File: src/rtl/dma_color_stage.sv
module dma_color_stage #(
  parameter int DATA_W   = 32,
  parameter int HALF_W   = 16,
  parameter int TYPE_W   = 4,
  parameter logic [3:0] TYPE_GFX = 4'd1,
  parameter logic [3:0] TYPE_2D  = 4'd0
) (
  input  logic              clk,
  input  logic              rst_n,
  input  logic              reg_wr,
  input  logic [1:0]        reg_addr,
  input  logic [HALF_W-1:0] reg_wdata,
  input  logic              xfer_start,
  output logic [TYPE_W-1:0] chan_type,
  input  logic              in_valid,
  output logic              in_ready,
  input  logic [DATA_W-1:0] in_data,
  output logic              out_valid,
  input  logic              out_ready,
  output logic [DATA_W-1:0] out_data,
  output logic              out_we
);
  localparam logic [1:0] M_FILL = 2'b01;
  localparam logic [1:0] M_KEY  = 2'b10;

  logic [1:0]        stg_mode, stg_size, act_mode, act_size;
  logic [DATA_W-1:0] stg_color, act_color, mask, res_data;
  logic              stg_active, fire, key_hit, res_we;

  assign stg_active = (stg_mode == M_FILL) || (stg_mode == M_KEY);
  assign chan_type  = stg_active ? TYPE_GFX[TYPE_W-1:0] : TYPE_2D[TYPE_W-1:0];

  always_ff @(posedge clk or negedge rst_n) begin
    if (!rst_n) begin
      stg_mode  <= '0;
      stg_size  <= '0;
      stg_color <= '0;
    end else if (reg_wr) begin
      case (reg_addr)
        2'd0: begin
          stg_mode <= reg_wdata[1:0];
          stg_size <= reg_wdata[3:2];
        end
        2'd1: if (stg_active) stg_color[HALF_W-1:0] <= reg_wdata;
        2'd2: if (stg_active) stg_color[DATA_W-1:HALF_W] <= reg_wdata[DATA_W-HALF_W-1:0];
        default: ;
      endcase
    end
  end

  always_ff @(posedge clk or negedge rst_n) begin
    if (!rst_n) begin
      act_mode  <= '0;
      act_size  <= '0;
      act_color <= '0;
    end else if (xfer_start) begin
      act_mode  <= stg_mode;
      act_size  <= stg_size;
      act_color <= stg_color;
    end
  end

  always_comb begin
    case (act_size)
      2'b00:   mask = DATA_W'({8{1'b1}});
      2'b01:   mask = DATA_W'({16{1'b1}});
      default: mask = '1;
    endcase
  end

  assign key_hit  = ((in_data ^ act_color) & mask) == '0;
  assign res_data = (act_mode == M_FILL) ? (act_color & mask) : in_data;
  assign res_we   = !((act_mode == M_KEY) && key_hit);

  assign in_ready = !xfer_start && (!out_valid || out_ready);
  assign fire     = in_valid && in_ready;

  always_ff @(posedge clk or negedge rst_n) begin
    if (!rst_n) begin
      out_valid <= 1'b0;
      out_data  <= '0;
      out_we    <= 1'b0;
    end else if (fire) begin
      out_valid <= 1'b1;
      out_data  <= res_data;
      out_we    <= res_we;
    end else if (out_ready) begin
      out_valid <= 1'b0;
    end
  end
endmodule


File: config.mk
export PLATFORM = sky130hd
export DESIGN_NAME = dma_color_stage
export DESIGN_NICKNAME = d
export VERILOG_FILES = /design/src/rtl/dma_color_stage.sv
export SDC_FILE = /design/constraint.sdc
export NUM_CORES = 1
export LEC_CHECK = 0
export BUFFER_PORTS_ARGS = -buffer_cell sky130_fd_sc_hd__buf_2
export CORE_MARGIN = 3
export CORE_UTILIZATION = 45
export CTS_CLUSTER_DIAMETER = 30
export CTS_CLUSTER_SIZE = 40
export DETAILED_ROUTE_END_ITERATION = 6
export GPL_ROUTABILITY_DRIVEN = 0
export PLACE_DENSITY = 0.68
export REMOVE_ABC_BUFFERS = 1
export SKIP_LAST_GASP = 1
export SLEW_MARGIN = 10
export SYNTH_ARGS = -nofsm -noshare
export SYNTH_HDL_FRONTEND = slang
export SYNTH_SLANG_ARGS = --single-unit
export TNS_END_PERCENT = 1
File: constraint.sdc
create_clock -name clk -period 3.7 [get_ports clk]
set_input_delay 0.185 -clock clk [delete_from_list [all_inputs] [get_ports clk]]
set_output_delay 0.185 -clock clk [all_outputs]
set_load 0.02 [all_outputs]
==> flow_metrics.tcl <==
set metrics [dict create \
    status "finished clean" \
    cp-startpoint "stg_mode[1]" \
    synth_ff_type "dfrtp_1" \
    dp_hpwl_mm 6.93 \
    netlist_top_cells_area "dfrtp_1 56%, mux2_2 12%, xnor2_1 5.9%" \
    ff2ff_setup_slack_ps 1670 \
    grt_usage_pct 17.6 \
    cts_inserted_buffers 9 \
    diodes 0 \
    ys_seq_elements 106 \
    async_flop_share_pct 100 \
    synth_edf_count 0 \
    wl_per_cell_um 16.0 \
    hold_viol 0 \
    grt-ovfl-total 0 \
    crit_end "stg_color[18]" \
    pin_count 95 \
    relSlewSlack_pct 39.3 \
    tightest_slew_ps 910 \
    nets 531 \
    post_cts_buffers 0 \
    p_leak_nw 2.51 \
    syn_to_final_growth_pct 15.3 \
    worst_setup_path_end_kind "flip-flop" \
    die_area_um2 11800 \
    path_clk_slew_ps 100 \
    synth_top_area_share_pct 56.2 \
    fin_tns_setup_ps 0 \
    die_w_um 108 \
    core-area_um2 10000 \
    max_clock_freq_mhz 492 \
    min_path_type "in2reg" \
    vias 3110 \
    synth_cells 390 \
    grt_pass1_wl_mm 15.9 \
    crit_path_top_delay_cell "and4b_1" \
    cts_tree "built" \
    crit_chain "xor2_1 > and4b_1 > mux2_2" \
    cts_buffer_depth 2 \
    synth.most_common_cell "dfrtp_1" \
    root_buffer "clkbuf_8" \
    setup_viol 0 \
    drv_slew 0 \
    routed_via_density 5.07 \
    routed_wl_mm 9.82 \
    fill_cells 905 \
    drt_iter0_markers 83 \
    antenna_found_initial 0 \
    seq_area_frac_synth_pct 56.2 \
    crit_family "simple AND/OR/NAND/NOR gates" \
    start_util_pct 47.2 \
    critPathMaxStageDelay_ps 840 \
    startpoint_type "flip-flop" \
    finalCriticalPeriod_ps 2030 \
    criticalPathCategory "reg2reg" \
    r2r-start "stg_mode[1]" \
    rsz0062_at_grt "false" \
    arrival_ps 2280 \
    reg2regPathDepth 3 \
    postSynthAreaPerCell_um2 12.1 \
    std_cell_rows 36 \
    cap_violations 0 \
    path_buf_inv 0 \
    fin_area_um2 5440 \
    yosys.area.top_type "dfrtp_1" \
    critPathMaxFanout 16 \
    io_buffers 91 \
    fp.dieH_um 108 \
    timing.rr.end "stg_color[18]" \
    cp.depth 3 \
    drive_gt1_share_pct 36.7 \
    cp.required_ps 3950 \
    fin_skew_ps 12.9 \
    vdd_drop_max_v 0.000283 \
    drc 0 \
    ant_nets 0 \
    clkSinkCount 106 \
    grt_max_degree 49 \
    syn-cell-area_um2 4720 \
    synth_commonest_cells "106 x dfrtp_1, 52 x mux2_2, 49 x nand2_1" \
    h-tree-depth 3 \
    grt_pass1_vias 3097 \
    placed_area_um2 5250 \
    synth_cell_types 32 \
    power_density_nw_per_um2 691 \
    period_share_pct 54.9 \
    postCtsResizedCells 0 \
    drt_pass1_iterations 4 \
    synth_warnings 0 \
    clk-insertion-delay-late_ps 360 \
]
==> metal layers <==
layer	wire length, µm	vias to the layer above	part of all wire, %	track usage (%)
met5	0	-	0	0
met4	129	0	1.3	4.51
met3	405	10	4.1	3.52
met2	4880	58	50	29.3
met1	4400	1530	45	23.6
li1	-	1512	-	-
==> per-stage QoR <==
stage                     hold slack (ps)  cells  worst slack [ps]  power [mW]  util [%]
after floorplan                      -111    367              1320        2.74         -
after global placement                147    596              1680        3.07      52.5
after detailed placement              150    596              1660        3.12      52.5
after CTS                            49.8    613              1630        3.80      54.4
after global routing                 39.3    613              1470        4.02      54.4
final                                58.2    613              1670        3.76      54.4
==> layout by cell type, fill, tap and decap left out, types with 2 or more instances in the layout <==
cell and instances:
inv_6 2, xnor2_1 32, clkbuf_8 10, mux2_1 10, buf_2 90, buf_4 6, a22oi_1 8, nor2_1 18
dfrtp_1 106, mux2_2 52, a21oi_1 16, clkinv_2 2, nand2_1 49, o21ai_0 32, mux2_4 10, nand4_1 7
conb_1 3, nand3b_1 2, nand3_1 2, mux2i_1 8
==> timing repair <==
action	4_1_cts	5_1_grt
hold endpoints to repair	30	0
setup endpoints to repair	0	0
hold buffers	1	0
==> worst reg2reg max path: stages (launching register included) <==
cell	delay, ps
dfrtp_1	420
xor2_1	250
and4b_1	840
mux2_2	420
==> how the worst min path moves through the flow <==
stage	startpoint	endpoint	slack, ps	cells after the start
final	reg_wdata[14]	stg_color[30]	60	2
after detailed placement	rst_n	out_data[14]	150	1
after floorplan	rst_n	act_color[0]	-110	0
after CTS	reg_wdata[8]	stg_color[24]	50	2
after global placement	rst_n	out_data[14]	150	1
after global routing	reg_wdata[8]	stg_color[24]	40	2
==> cell type report <==
class                           count  area (µm²)  share of cell area (%)
Multi-Input combinational cell    260        1930                    35.4
Tap cell                          133         166                    3.06
Clock inverter                      6        47.5                   0.874
Clock buffer                       10         138                    2.53
Timing Repair Buffer               97         505                    9.29
Sequential cell                   106        2650                    48.7
Inverter                            1        3.75                  0.0690
==> power by group <==
part           internal [mW]  switching (mW)
sequential              1.62           0.330
clock                  0.272           0.400
combinational          0.618           0.527
total                   2.50            1.26
==> sequential cells by signal, indices dropped and copies added (netlist names) <==
| name | count |
|---|---|
| stg_size | 2 |
| out_we | 1 |
| stg_mode | 2 |
| stg_color | 32 |
| out_data | 32 |
| act_size | 2 |
| act_color | 32 |
| act_mode | 2 |
| out_valid | 1 |
==> logic make-up after synthesis <==
family,synth area share (%)
xor gates and xnor gates,6.12
muxes,19.7
DFF,56.2
buffers and inverters,3.18
AOI/OAI and AO/OA,6.86
other,0.0794
and+or+nand+nor,7.92
Power figures use the tool's default switching activity.
